--- src/rtl/lsr_pkg.sv ---
package lsr_pkg;
  typedef enum logic [2:0] {
    ST_RUN     = 3'd0,
    ST_RESET   = 3'd1,
    ST_PURGE   = 3'd2,
    ST_RESTORE = 3'd3,
    ST_RETRY   = 3'd4,
    ST_SPARE   = 3'd5
  } rec_state_t;
endpackage

--- src/rtl/lsr_compare_stage.sv ---
module lsr_compare_stage #(
  parameter int DW = 32,
  parameter int AW = 16
) (
  input  logic          clk,
  input  logic          rst_n,
  input  logic          cap_en,
  input  logic [DW-1:0] a_result,
  input  logic [DW-1:0] a_wb,
  input  logic [AW-1:0] a_addr,
  input  logic [DW-1:0] b_result,
  input  logic [DW-1:0] b_wb,
  input  logic [AW-1:0] b_addr,
  output logic          st_valid,
  output logic          st_match,
  output logic [DW-1:0] st_wb,
  output logic [AW-1:0] st_addr
);
  logic match_c;

  always_comb begin
    match_c = (a_result == b_result) && (a_wb == b_wb) && (a_addr == b_addr);
  end

  always_ff @(posedge clk or negedge rst_n) begin
    if (!rst_n) begin
      st_valid <= 1'b0;
      st_match <= 1'b0;
      st_wb    <= '0;
      st_addr  <= '0;
    end else begin
      st_valid <= cap_en;
      if (cap_en) begin
        st_match <= match_c;
        st_wb    <= a_wb;
        st_addr  <= a_addr;
      end
    end
  end
endmodule

--- src/rtl/lsr_checkpoint.sv ---
module lsr_checkpoint #(
  parameter int DW = 32,
  parameter int AW = 16
) (
  input  logic          clk,
  input  logic          rst_n,
  input  logic          wr_en,
  input  logic [DW-1:0] wr_wb,
  input  logic [AW-1:0] wr_addr,
  output logic [DW-1:0] ck_wb,
  output logic [AW-1:0] ck_addr
);
  always_ff @(posedge clk or negedge rst_n) begin
    if (!rst_n) begin
      ck_wb   <= '0;
      ck_addr <= '0;
    end else if (wr_en) begin
      ck_wb   <= wr_wb;
      ck_addr <= wr_addr;
    end
  end

  // contents change only on a commit
  assert_ckpt_hold_R5: assert property (@(posedge clk) disable iff (!rst_n)
    !wr_en |=> ($stable(ck_wb) && $stable(ck_addr)));
endmodule

--- src/rtl/lsr_err_tracker.sv ---
module lsr_err_tracker #(
  parameter int CW = 4,
  parameter int KW = 8
) (
  input  logic          clk,
  input  logic          rst_n,
  input  logic          err_evt,
  input  logic          commit_evt,
  input  logic [KW-1:0] clean_limit,
  output logic [CW-1:0] count,
  output logic [CW-1:0] inc_val
);
  localparam logic [CW-1:0] CMAX = {CW{1'b1}};

  logic [KW-1:0] clean_q, clean_nxt;
  logic [CW-1:0] count_nxt;

  always_comb begin
    inc_val   = (count == CMAX) ? CMAX : count + 1'b1;
    count_nxt = count;
    clean_nxt = clean_q;
    if (err_evt) begin
      count_nxt = inc_val;
      clean_nxt = '0;
    end else if (commit_evt && (count != '0) && (clean_limit != '0)) begin
      if (clean_q == clean_limit - 1'b1) begin
        count_nxt = '0;
        clean_nxt = '0;
      end else begin
        clean_nxt = clean_q + 1'b1;
      end
    end
  end

  always_ff @(posedge clk or negedge rst_n) begin
    if (!rst_n) begin
      count   <= '0;
      clean_q <= '0;
    end else begin
      count   <= count_nxt;
      clean_q <= clean_nxt;
    end
  end

  assert_sat_hold_R6: assert property (@(posedge clk) disable iff (!rst_n)
    (count == CMAX) |=> (count == CMAX || count == '0));
  assert_err_counts_R6: assert property (@(posedge clk) disable iff (!rst_n)
    err_evt |=> (count != '0));
endmodule

--- src/rtl/lsr_recovery_fsm.sv ---
module lsr_recovery_fsm
  import lsr_pkg::*;
(
  input  logic       clk,
  input  logic       rst_n,
  input  logic       mis_evt,
  input  logic       escalate,
  input  logic       purge_done,
  output rec_state_t state,
  output logic       pipe_reset,
  output logic       purge_req,
  output logic       restore_valid,
  output logic       retry_req,
  output logic       spare_req
);
  rec_state_t state_nxt;

  always_comb begin
    state_nxt = state;
    unique case (state)
      ST_RUN:     if (mis_evt) state_nxt = escalate ? ST_SPARE : ST_RESET;
      ST_RESET:   state_nxt = ST_PURGE;
      ST_PURGE:   if (purge_done) state_nxt = ST_RESTORE;
      ST_RESTORE: state_nxt = ST_RETRY;
      ST_RETRY:   state_nxt = ST_RUN;
      ST_SPARE:   state_nxt = ST_SPARE;
      default:    state_nxt = ST_RUN;
    endcase
  end

  always_ff @(posedge clk or negedge rst_n) begin
    if (!rst_n) state <= ST_RUN;
    else        state <= state_nxt;
  end

  always_comb begin
    pipe_reset    = (state == ST_RESET);
    purge_req     = (state == ST_PURGE);
    restore_valid = (state == ST_RESTORE);
    retry_req     = (state == ST_RETRY);
    spare_req     = (state == ST_SPARE);
  end

  assert_reset_then_purge_R4: assert property (@(posedge clk) disable iff (!rst_n)
    pipe_reset |=> purge_req);
  assert_purge_hold_R4: assert property (@(posedge clk) disable iff (!rst_n)
    (purge_req && !purge_done) |=> purge_req);
  assert_restore_then_retry_R4: assert property (@(posedge clk) disable iff (!rst_n)
    restore_valid |=> retry_req);
  assert_one_phase_R4: assert property (@(posedge clk) disable iff (!rst_n)
    $onehot0({pipe_reset, purge_req, restore_valid, retry_req, spare_req}));
  assert_spare_sticky_R8: assert property (@(posedge clk) disable iff (!rst_n)
    spare_req |=> spare_req);
endmodule

--- src/rtl/lockstep_retry_ctrl.sv ---
module lockstep_retry_ctrl
  import lsr_pkg::*;
#(
  parameter int DW = 32,
  parameter int AW = 16,
  parameter int CW = 4,
  parameter int KW = 8
) (
  input  logic          clk,
  input  logic          rst_n,
  input  logic          cmp_valid,
  input  logic [DW-1:0] a_result,
  input  logic [DW-1:0] a_wb,
  input  logic [AW-1:0] a_addr,
  input  logic [DW-1:0] b_result,
  input  logic [DW-1:0] b_wb,
  input  logic [AW-1:0] b_addr,
  input  logic [CW-1:0] err_thresh,
  input  logic [KW-1:0] clean_limit,
  input  logic          purge_done,
  output logic          pipe_reset,
  output logic          purge_req,
  output logic          restore_valid,
  output logic [DW-1:0] restore_wb,
  output logic [AW-1:0] restore_addr,
  output logic          retry_req,
  output logic          ckpt_wr,
  output logic [CW-1:0] err_count,
  output logic          spare_req
);
  rec_state_t    state;
  logic          st_valid, st_match;
  logic [DW-1:0] st_wb;
  logic [AW-1:0] st_addr;
  logic          running, mis_now, cap_en, escalate;
  logic [CW-1:0] inc_val;
  logic          armed_q, armed_nxt;
  logic [AW-1:0] fail_q, fail_nxt;

  always_comb begin
    running  = (state == ST_RUN);
    mis_now  = running && st_valid && !st_match;
    ckpt_wr  = running && st_valid && st_match;
    cap_en   = cmp_valid && running && !mis_now;
    escalate = mis_now &&
               (((err_thresh != '0) && (inc_val >= err_thresh)) ||
                (armed_q && (st_addr == fail_q)));
  end

  lsr_compare_stage #(.DW(DW), .AW(AW)) u_cmp (
    .clk(clk), .rst_n(rst_n), .cap_en(cap_en),
    .a_result(a_result), .a_wb(a_wb), .a_addr(a_addr),
    .b_result(b_result), .b_wb(b_wb), .b_addr(b_addr),
    .st_valid(st_valid), .st_match(st_match), .st_wb(st_wb), .st_addr(st_addr)
  );

  lsr_checkpoint #(.DW(DW), .AW(AW)) u_ckpt (
    .clk(clk), .rst_n(rst_n), .wr_en(ckpt_wr), .wr_wb(st_wb), .wr_addr(st_addr),
    .ck_wb(restore_wb), .ck_addr(restore_addr)
  );

  lsr_err_tracker #(.CW(CW), .KW(KW)) u_err (
    .clk(clk), .rst_n(rst_n), .err_evt(mis_now), .commit_evt(ckpt_wr),
    .clean_limit(clean_limit), .count(err_count), .inc_val(inc_val)
  );

  lsr_recovery_fsm u_fsm (
    .clk(clk), .rst_n(rst_n), .mis_evt(mis_now), .escalate(escalate),
    .purge_done(purge_done), .state(state), .pipe_reset(pipe_reset),
    .purge_req(purge_req), .restore_valid(restore_valid),
    .retry_req(retry_req), .spare_req(spare_req)
  );

  // retry tracking: remembers the failing address until a commit after retry
  always_comb begin
    armed_nxt = armed_q;
    fail_nxt  = fail_q;
    if (mis_now)                armed_nxt = 1'b0;
    if (state == ST_RETRY)      armed_nxt = 1'b1;
    else if (ckpt_wr)           armed_nxt = 1'b0;
    if (mis_now)                fail_nxt  = st_addr;
  end

  always_ff @(posedge clk or negedge rst_n) begin
    if (!rst_n) begin
      armed_q <= 1'b0;
      fail_q  <= '0;
    end else begin
      armed_q <= armed_nxt;
      fail_q  <= fail_nxt;
    end
  end

  assert_squash_next_R3: assert property (@(posedge clk) disable iff (!rst_n)
    mis_now |=> !ckpt_wr);
  assert_miss_recovers_R4: assert property (@(posedge clk) disable iff (!rst_n)
    (mis_now && !escalate) |=> pipe_reset);
  assert_no_commit_recovery_R11: assert property (@(posedge clk) disable iff (!rst_n)
    (pipe_reset || purge_req || restore_valid || retry_req) |=> !ckpt_wr);
endmodule

--- config.mk ---
export PLATFORM = sky130hd
export DESIGN_NAME = lockstep_retry_ctrl
export DESIGN_NICKNAME = d
export VERILOG_FILES = /design/src/rtl/lsr_pkg.sv /design/src/rtl/lsr_compare_stage.sv /design/src/rtl/lsr_checkpoint.sv /design/src/rtl/lsr_err_tracker.sv /design/src/rtl/lsr_recovery_fsm.sv /design/src/rtl/lockstep_retry_ctrl.sv
export SDC_FILE = /design/constraint.sdc
export NUM_CORES = 1
export LEC_CHECK = 0
export ABC_AREA = 1
export BUFFER_PORTS_ARGS = -buffer_cell sky130_fd_sc_hd__clkbuf_2
export CORE_MARGIN = 2
export CORE_UTILIZATION = 51
export CTS_CLUSTER_SIZE = 40
export DETAILED_ROUTE_END_ITERATION = 6
export HOLD_SLACK_MARGIN = 0.12
export PLACE_DENSITY = 0.85
export SLEW_MARGIN = 20
export SYNTH_ARGS = -nofsm -noshare
export SYNTH_HDL_FRONTEND = slang
export SYNTH_SLANG_ARGS = --single-unit
--- constraint.sdc ---
create_clock -name clk -period 2.7 [get_ports clk]
set_clock_uncertainty 0.1 [all_clocks]
set_input_delay 0.27 -clock clk [delete_from_list [all_inputs] [get_ports clk]]
set_output_delay 0.27 -clock clk [all_outputs]
set_load 0.05 [all_outputs]
# After elaboration in Yosys (flattened, before gate mapping)
# Cells that the tools add are included.
[word_totals]
elab_cells = 66
ram_bits = 0
input_bits = 176
romBits = 0
register_bits = 130
latchBits = 0
memories = 0
[op_classes]
n_bitwise = 0
div = 0
n_reduce_logical = 24
eq_ne = 13
order_cmp = 1
add_sub_neg = 3
multipliers = 0
n_mux = 14
n_shift = 0
[ops]
columns = ["operator", "n"]
rows = [
  ["== test 32 bit", 2],
  ["== test 16 bit", 2],
  ["2-to-1 mux 8 bit", 3],
  ["2-to-1 mux 4 bit", 4],
  ["one-hot mux 3 bit (5 select lines)", 1],
  ["logical AND 1 bit", 12],
  ["2-to-1 mux 3 bit", 3],
  ["adder 8 x 1 -> 8 bit (second input constant)", 1],
  ["== test 8 bit", 1],
  ["nonzero test 4 bit", 2],
  ["nonzero test 8 bit", 1],
  ["subtractor 8 x 1 -> 8 bit (second input constant)", 1],
  ["== test 3 x 2 -> 1 bit (second input constant)", 2],
  ["== test 3 bit (second input constant)", 2],
  ["adder 4 x 1 -> 4 bit (second input constant)", 1],
  ["== test 4 bit (second input constant)", 1],
  [">= comparator 4 bit", 1],
  ["AND reduction 2 bit", 2],
  ["nonzero test 2 bit", 2],
  ["== test 3 x 1 -> 1 bit (second input constant)", 1],
  ["logical NOT 3 bit", 1],
  ["2-to-1 mux 1 bit", 3],
  ["nonzero test 3 bit", 1],
  ["logical NOT 1 bit", 2],
  ["3 further kinds", 3],
]

# Logic depth before layout (Yosys ltp)
# Gate-level depths: netlist of run 1.
[logic_depth]
word_depth = 9
mapped_depth = 14
ltp_nobuf = 14

# Modules after synthesis
# Synthesis of run 1 repeated with hierarchy kept, for this count alone.
[hier_totals]
hier_cells = 1117
hier_area_um2 = 7427.1
[by_module_without_submodules]
columns = ["module", "seq_area_each_um2", "area_per_inst_um2", "cells_each", "n_inst"]
rows = [
  ["lsr_compare_stage", 1251.2, 3309.4, 561, 1],
  ["lsr_checkpoint", 1201.2, 1805.5, 203, 1],
  ["lockstep_retry_ctrl", 425.4, 1106.1, 158, 1],
  ["lsr_err_tracker", 300.3, 1011.0, 164, 1],
  ["lsr_recovery_fsm", 75.1, 195.2, 31, 1],
]

# Least setup slack after synthesis of run 1
# Ideal clock, no wire load.
[synth_timing]
path_kind = "reg-to-reg"
startpoint = "register u_err.count[0]"
endpoint = "register u_fsm.state[2]"
stages_incl_launch_ff = 13
setup_ns = 0.117
required_time_ns = 2.483
period_less_slack_ns = 2.410
setup_slack_ns = 0.290
arrival_ns = 2.193
cell_sequence = "dfrtp_1 inv_1 ha_1 or2_2 ha_1 inv_1 nor2_1 o211ai_1 nand3_1 o41ai_1 nand2_1 nand2_1 nand2_1"
[synth_between]
elab_chain_len = 9
[synth_lines]
columns = ["element", "line_no", "rtl"]
rows = [
  ["start: declaration", "lsr_err_tracker.sv:10", "output logic [CW-1:0] count,"],
  ["start signal: assignment", "lsr_err_tracker.sv:40", "count <= count_nxt;"],
  ["adder 4 x 1 -> 4 bit / == test 4 bit (equally long branches)", "lsr_err_tracker.sv:19", "inc_val = (count == CMAX) ? CMAX : count + 1'b1;"],
  ["2-to-1 mux 4 bit *", "lsr_err_tracker.sv:19", ""],
  [">= comparator 4 bit *", "lockstep_retry_ctrl.sv:46", "(((err_thresh != '0) && (inc_val >= err_thresh)) ||"],
  ["logical AND 1 bit *", "lockstep_retry_ctrl.sv:46", ""],
  ["logical OR 1 bit *", "lockstep_retry_ctrl.sv:46", ""],
  ["logical AND 1 bit *", "lockstep_retry_ctrl.sv:45", "escalate = mis_now &&"],
  ["2-to-1 mux 3 bit * (2 in series)", "lsr_recovery_fsm.sv:21", "ST_RUN: if (mis_evt) state_nxt = escalate ? ST_SPARE : ST_RESET;"],
  ["one-hot mux 3 bit (5 select lines) *", "lsr_recovery_fsm.sv:20", "unique case (state)"],
  ["end signal: assignment", "lsr_recovery_fsm.sv:33", "else state <= state_nxt;"],
  ["end: declaration", "lsr_recovery_fsm.sv:9", "output rec_state_t state,"],
]
# Mark *: on every way between the ends. The rest lies on a longest branch, timed or not. The select of a mux whose other input is x is not followed.
# A chain may end at the register's enable or synchronous reset.

# Worst setup path after layout of run 1
[layout_timing]
startpoint = "register u_fsm.state[2]"
endpoint = "register u_cmp.st_wb[4]"
[layout_between]
elab_chain_len = 5
[layout_lines]
columns = ["element", "line_no", "rtl"]
rows = [
  ["logical NOT 3 bit *", "lockstep_retry_ctrl.sv:41", "running = (state == ST_RUN);"],
  ["logical AND 1 bit (2 in series)", "lockstep_retry_ctrl.sv:42", "mis_now = running && st_valid && !st_match;"],
  ["logical NOT 1 bit", "lockstep_retry_ctrl.sv:44", "cap_en = cmp_valid && running && !mis_now;"],
  ["logical AND 1 bit *", "lockstep_retry_ctrl.sv:44", ""],
  ["end signal: assignment", "lsr_compare_stage.sv:35", "st_wb <= a_wb;"],
  ["end: declaration", "lsr_compare_stage.sv:16", "output logic [DW-1:0] st_wb,"],
]
# Mark *: on every way between the ends. The rest lies on a longest branch, timed or not.

==> metrics.json, run 1 <==
{
  "status": "finished clean",
  "worstPathArrival_ps": 2640,
  "worstSetupStartpointType": "register",
  "gp_routability_congestion": 0.878,
  "tritoncts.num_buffers": 17,
  "antenna_found_initial": 1,
  "placementRows": 42,
  "power.clock.fraction_pct": 30.1,
  "dr_vias_cell": 5.42,
  "dieArea_mm2": 0.0144,
  "layout_worst_path_cycle_share_pct": 88.5,
  "synth_area_leaders": "sky130_fd_sc_hd__dfrtp_1, sky130_fd_sc_hd__nand2_1, sky130_fd_sc_hd__mux2_2",
  "power.internal_w": 0.00470,
  "floorplan.die.height_um": 120,
  "syn_inst": 808,
  "core_area_mm2": 0.0132,
  "wire_length_of_the_first_global_routing_pass_um": 36400,
  "sw_frac_of_total_pct": 37.0,
  "yosys_register_bits": 130,
  "track_usage_pct": 33.1,
  "dp.final_hpwl_um": 14300,
  "timing.final.crit_period_ps": 2390,
  "utilization_pct": 70.8,
  "wl_per_cell_um": 17.7,
  "power_frac_comb_pct": 30.9,
  "postCtsSetupRepairBufs": 0,
  "sequential_element_share_of_the_synthesized_area_pct": 47.3,
  "cp_max_fo": 41,
  "power.net_switching_w": 0.00276,
  "seq_power_share_pct": 39.0,
  "floorplan.io_pins": 234,
  "synth_nets": 992,
  "initial_utilization_pct": 52.2,
  "timing_worst_setup_path_type": "reg -> reg",
  "clock_tree.htree_level_count": 4,
  "clockBufferDepth": 2,
  "tightestPinTransition_ps": 757,
  "synthMostInstantiatedCell": "sky130_fd_sc_hd__nand2_1",
  "post_synth_num_cell_types": 36,
  "hold_class": "in -> async",
  "max_freq_ghz": 0.418,
  "num_vias": 6992,
  "cts.sinks": 130,
  "cts_tree": "built",
  "syn2layout_area_growth_pct": 35.7,
  "clock_latency_ps": 420,
  "clockRootBuffer": "sky130_fd_sc_hd__clkbuf_16",
  "antenna_left": 0,
  "synthDominantAreaCellType": "sky130_fd_sc_hd__dfrtp_1",
  "final_layout_size_suffix_gt1_share_pct": 29.6,
  "pin_count_of_the_biggest_net_entering_global_routing": 61,
  "p_leak_nw": 5.07,
  "number_of_global_route_vias_before_repair": 7219,
  "clkSlewWorstSetupHoldPaths_ps": 60,
  "detailed_routing_iteration_count_for_the_pre_antenna_repair_pass": 6,
  "report.final.setup_viol": 0,
  "worst-endpoint-required_ps": 2950,
  "synth-warning-count": 0,
  "buffer_ports.inserted": 233,
  "rsz0062_at_grt": "false",
  "grt_remaining_overflow": 0,
  "detail_route.drc_violations": 0,
  "slew_viol_final": 0,
  "final-hold-violation-count": 0,
  "vdd_ir_drop_max_mv": 0.416,
  "first_iter_violations": 541,
  "rrSetupSlack_ps": 310,
  "cap_violations": 0,
  "dominantRegCellSynth": "sky130_fd_sc_hd__dfrtp_1",
  "power_density_mw_per_mm2": 799,
  "drt_wl_total_um": 22800,
  "synthesis.area_mm2": 0.00688,
  "relSlewSlack_pct": 49.4,
  "synth.top_cell.area_share_pct": 47.3,
  "die_width_um": 120,
  "synthesis.area_per_instance_um2": 8.51,
  "synth_async_reset_ratio_pct": 100,
  "synth-edff-count": 0,
  "synth_commonest_cells": "sky130_fd_sc_hd__nand2_1, sky130_fd_sc_hd__dfrtp_1, sky130_fd_sc_hd__inv_1, sky130_fd_sc_hd__xnor2_1, sky130_fd_sc_hd__nor2_1",
  "sort_of_element_at_the_end_of_the_critical_path": "register",
  "num-nets-final": 1285,
  "final.setup.tns_ps": 0
}
sequential cells by signal, indices dropped and copies added (netlist names), 3 cells and up:
register	flops
u_ckpt.ck_addr	16
u_fsm.state	3
u_cmp.st_addr	16
u_err.clean_q	8
u_cmp.st_wb	32
fail_q	16
u_err.count	4
u_ckpt.ck_wb	32
final timing paths:
path | startpoint | end | cells past startpoint
setup / recovery | u_fsm.state[2] | u_cmp.st_wb[4] | 8
hold reg to reg | u_cmp.st_wb[20] | u_cmp.st_wb[20] | 2
max in group asynchronous | rst_n | fail_q[0] | 3
min in group clk | b_wb[31] | u_cmp.st_match | 8
setup reg to reg | u_fsm.state[2] | u_cmp.st_wb[4] | 8
hold / removal | rst_n | u_ckpt.ck_addr[12] | 2
per-stage QoR:
stage	hold slack [ps]	area (µm²)	instances	power (W)	setup slack (ps)
final	279	9340	1291	0.00746	310
after detailed placement	186	8210	1204	0.00503	501
after global placement	180	8210	1204	0.00492	578
after floorplan	-126	6880	808	0.00441	290
after CTS	275	9330	1290	0.00734	461
after global routing	348	9340	1291	0.00792	189
what timing repair did:
action	CTS	global route
endpoints found under the hold margin	108	0
resized for setup	0	0
hold buffers	54	0
cells by family after synthesis:
group                    share of synthesized area, %
AO/OA/AOI/OAI                                    6.86
XOR/XNOR                                         7.89
adder cells (fa/ha/maj)                          1.46
buffers and inverters                            7.42
flip-flops                                       47.3
multiplexers                                     6.71
AND/OR/NAND/NOR                                  22.4
critical path, cell delays in order, from the launching register on:
cell	delay [ps]
sky130_fd_sc_hd__dfrtp_1	420
sky130_fd_sc_hd__inv_2	100
sky130_fd_sc_hd__nand3_4	150
sky130_fd_sc_hd__nor2_8	40
sky130_fd_sc_hd__inv_2	260
sky130_fd_sc_hd__nand2_4	250
sky130_fd_sc_hd__inv_2	630
sky130_fd_sc_hd__nand2_1	210
sky130_fd_sc_hd__nand2_1	130
power groups by stage:
stage / Sequential [W] / Clock [W] / Combinational, W
3_3_place_gp: 0.00286 / 0 / 0.00206
5_1_grt: 0.00296 / 0.00234 / 0.00261
4_1_cts: 0.00287 / 0.00224 / 0.00223
2_1_floorplan: 0.00286 / 0 / 0.00155
3_5_place_dp: 0.00289 / 0 / 0.00214
6_report: 0.00291 / 0.00224 / 0.00231
final cells by class:
| cell class | instances | area (µm²) |
|---|---|---|
| multi-input cells | 560 | 3120 |
| clock inverters | 8 | 76.3 |
| flip-flops and latches | 130 | 3250 |
| repair buffers | 294 | 1790 |
| well taps | 176 | 220 |
| fillers | 937 | 3850 |
| clock buffers | 24 | 502 |
| inverters | 98 | 368 |
| diodes | 1 | 2.50 |
per-layer routing:
layer,global-route usage (%),part of all wire (%),up-vias
met1,36.2,34,3226
met4,23.1,7.8,0
li1,-,-,3175
met5,0,0,-
met2,55.7,49,434
met3,8.84,8.6,157
cell usage in the layout (no fill, tap or decap), types with 3 or more instances in the layout:
master | netlist | final
sky130_fd_sc_hd__inv_1 | 94 | 94
sky130_fd_sc_hd__nand4_1 | 24 | 24
sky130_fd_sc_hd__dfrtp_1 | 130 | 130
sky130_fd_sc_hd__ha_1 | 8 | 8
sky130_fd_sc_hd__nor2_2 | 4 | 4
sky130_fd_sc_hd__clkbuf_16 | 0 | 17
sky130_fd_sc_hd__inv_2 | 3 | 3
sky130_fd_sc_hd__clkinv_2 | 0 | 3
sky130_fd_sc_hd__o21ai_1 | 7 | 7
sky130_fd_sc_hd__buf_4 | 1 | 5
sky130_fd_sc_hd__a21oi_1 | 3 | 3
sky130_fd_sc_hd__nor2_1 | 44 | 43
sky130_fd_sc_hd__mux2_2 | 41 | 41
sky130_fd_sc_hd__clkinvlp_4 | 0 | 3
sky130_fd_sc_hd__o22ai_1 | 18 | 18
sky130_fd_sc_hd__clkbuf_2 | 0 | 232
sky130_fd_sc_hd__nand2_1 | 260 | 260
sky130_fd_sc_hd__o21a_1 | 7 | 7
sky130_fd_sc_hd__dlygate4sd3_1 | 0 | 54
sky130_fd_sc_hd__nand3_1 | 18 | 18
sky130_fd_sc_hd__nand2_2 | 3 | 3
sky130_fd_sc_hd__xor2_1 | 11 | 11
sky130_fd_sc_hd__or2_2 | 3 | 3
sky130_fd_sc_hd__nor3_1 | 5 | 5
sky130_fd_sc_hd__o21ai_0 | 42 | 42
sky130_fd_sc_hd__xnor2_1 | 51 | 51
sky130_fd_sc_hd__clkbuf_8 | 0 | 5
Power figures use the tool's default switching activity.
==> run 2, diff against run 1 <==
Settings changed: CORE_UTILIZATION 51 to 55, PLACE_DENSITY 0.85 to 0.9.
Clock period 2.7 ns to 2.8 ns, I/O delays scaled along.
==> run 2 against run 1 <==
Against the previous run: global-route usage grew 2.3 points; first-iteration DRC count grew 5.4%; non-clock buffer count shrank 3; critical path type unchanged; critical endpoint is now u_cmp.st_wb[6]; highest routed layer unchanged.
==> metrics.json, run 2 (synthesis results as in run 1) <==
{
  "pin_count_of_the_biggest_net_entering_global_routing": 72,
  "antenna_found_initial": 1,
  "worstSetupStartpointType": "register",
  "postCtsSetupRepairBufs": 0,
  "core_area_mm2": 0.0121,
  "placementRows": 40,
  "p_leak_nw": 5.11,
  "clock_latency_ps": 430,
  "seq_power_share_pct": 37.1,
  "cts_tree": "built",
  "routed.top_layer": "met4",
  "crit-reg2reg-capture": "u_cmp.st_wb[6]",
  "endpoint": "u_cmp.st_wb[6]",
  "largest_registers": "u_ckpt.ck_wb x32, u_cmp.st_wb x32",
  "sort_of_element_at_the_end_of_the_critical_path": "register",
  "detail_route.drc_violations": 0,
  "die_width_um": 116,
  "critical-path-top-cell-by-count": "sky130_fd_sc_hd__nand2_1",
  "rr_worst_depth": 8,
  "antenna_left": 0,
  "power.net_switching_w": 0.00272,
  "floorplan.io_pins": 234,
  "whs_path_depth": 8,
  "timing.final.crit_period_ps": 2440,
  "final-seq-area_mm2": 0.00325,
  "routed-wl-met2_um": 11700,
  "critPathMaxStageDelay_ps": 490,
  "dr_vias_cell": 5.50,
  "most_frequent_standard_cell_in_the_layout_excluding_fill_and_tap_cells": "sky130_fd_sc_hd__nand2_1",
  "final_layout_size_suffix_gt1_share_pct": 29.4,
  "dieArea_mm2": 0.0134,
  "layout_worst_path_cycle_share_pct": 87.1,
  "multiInputGateArea_mm2": 0.00312,
  "met1Wirelength_um": 8040,
  "grt_remaining_overflow": 0,
  "detailed_routing_iteration_count_for_the_pre_antenna_repair_pass": 5,
  "rrSetupSlack_ps": 360,
  "cap_violations": 0,
  "clockBufferDepth": 2,
  "rsz0062_at_grt": "false",
  "worst_flop_to_flop_path_startpoint": "u_fsm.state[1]",
  "clockRootBuffer": "sky130_fd_sc_hd__clkbuf_16",
  "wire_length_of_the_first_global_routing_pass_um": 35500,
  "track_usage_pct": 35.4,
  "clock_tree.htree_level_count": 4,
  "cp_max_fo": 58,
  "worst_path_max_delay_cell": "sky130_fd_sc_hd__buf_4",
  "num-nets-final": 1282,
  "cts.sinks": 130,
  "wl_per_cell_um": 18.3,
  "worst-endpoint-required_ps": 3050,
  "syn2layout_area_growth_pct": 36.7,
  "num_vias": 7048,
  "clkSlewWorstSetupHoldPaths_ps": 60,
  "power_frac_comb_pct": 29.5,
  "launch_point_of_the_critical_path": "u_fsm.state[1]",
  "crit_path_cells": "nor2_4, nand3_4, nor2_8, inv_2, nand2_4, buf_4, nand2_1, nand2_1",
  "first_iter_violations": 570,
  "drt_wl_total_um": 23500,
  "n_fill_cell": 718,
  "sw_frac_of_total_pct": 35.5,
  "power.clock.fraction_pct": 33.4,
  "buffer_ports.inserted": 233,
  "power_density_mw_per_mm2": 814,
  "worstPathArrival_ps": 2690,
  "final.setup.tns_ps": 0,
  "power.internal_w": 0.00493,
  "tightestPinTransition_ps": 774,
  "tritoncts.num_buffers": 17,
  "floorplan.die.height_um": 116,
  "max_freq_ghz": 0.410,
  "met3_wirelength_um": 1800,
  "dp.final_hpwl_um": 14300,
  "final-hold-violation-count": 0,
  "number_of_global_route_vias_before_repair": 7126,
  "status": "finished clean",
  "vdd_ir_drop_max_mv": 0.485,
  "layout_common_cells": "sky130_fd_sc_hd__nand2_1, sky130_fd_sc_hd__clkbuf_2, sky130_fd_sc_hd__dfrtp_1, sky130_fd_sc_hd__inv_1, sky130_fd_sc_hd__dlygate4sd3_1",
  "relSlewSlack_pct": 48.3,
  "timing_worst_setup_path_type": "reg -> reg",
  "report.final.setup_viol": 0,
  "gp_routability_congestion": 0.864,
  "post_cts_sizing_count": 0,
  "fin_worst_hold_slack_ps": 295,
  "slew_viol_final": 0,
  "hold_class": "in -> reg",
  "initial_utilization_pct": 56.8
}
==> run 2: cell count changes in the layout (fill, tap and decap cells not counted) <==
cell	delta
sky130_fd_sc_hd__diode_2	+1
sky130_fd_sc_hd__clkinv_4	-1
sky130_fd_sc_hd__buf_4	-3
sky130_fd_sc_hd__bufinv_16	+5
sky130_fd_sc_hd__clkinvlp_4	-2
sky130_fd_sc_hd__clkbuf_8	-2
==> run 2: worst min path at each step <==
stage | from | end | slack (ps)
after floorplan | rst_n | armed_q | -120
after global placement | rst_n | u_err.count[3] | 240
after detailed placement | rst_n | u_err.count[3] | 230
after CTS | b_wb[31] | u_cmp.st_match | 270
after global routing | a_result[17] | u_cmp.st_match | 340
final | a_result[9] | u_cmp.st_match | 290
==> run 2: critical path, delay by kind of cell (launching register included) <==
family,cells,cell delay [ps]
buffers and inverters,2,720
and+or+nand+nor,6,1100
DFF,1,420
==> run 2: timing repair <==
item                       4_1_cts  5_1_grt
hold endpoints to repair       120        0
hold buffers                    54        0
setup endpoints to repair        0        0
==> run 2: stage by stage <==
step	utilization [%]	worst slack, ps	total power (W)	std cells	instance area [µm²]
final	77.6	362	0.00765	1281	9400
after CTS	77.6	388	0.00749	1279	9400
after global routing	77.6	184	0.00803	1280	9400
after floorplan	-	390	0.00425	808	6880
after global placement	67.6	558	0.00474	1193	8180
after detailed placement	67.6	477	0.00485	1193	8180
==> run 2: area by class of cell <==
| class | count | area share [%] |
|---|---|---|
| Multi-Input combinational cell | 560 | 33.2 |
| Clock buffer | 22 | 5.04 |
| Sequential cell | 130 | 34.6 |
| Tap cell | 168 | 2.24 |
| Antenna cell | 2 | 0.0532 |
| Timing Repair Buffer | 291 | 18.8 |
| Clock inverter | 10 | 2.16 |
| Inverter | 98 | 3.91 |
==> run 2: power groups by stage <==
stage / Sequential [W] / Clock [W] / Combinational, W
after floorplan: 0.00276 / 0 / 0.00149
after global placement: 0.00278 / 0 / 0.00196
after detailed placement: 0.00280 / 0 / 0.00206
after CTS: 0.00279 / 0.00254 / 0.00216
after global routing: 0.00288 / 0.00265 / 0.00250
final: 0.00284 / 0.00255 / 0.00226
==> run 2: per-layer routing <==
layer | global-route usage, % | vias up
met5 | 0 | -
met4 | 25.6 | 0
met3 | 7.64 | 163
met2 | 60.7 | 488
met1 | 38.9 | 3223
li1 | - | 3174
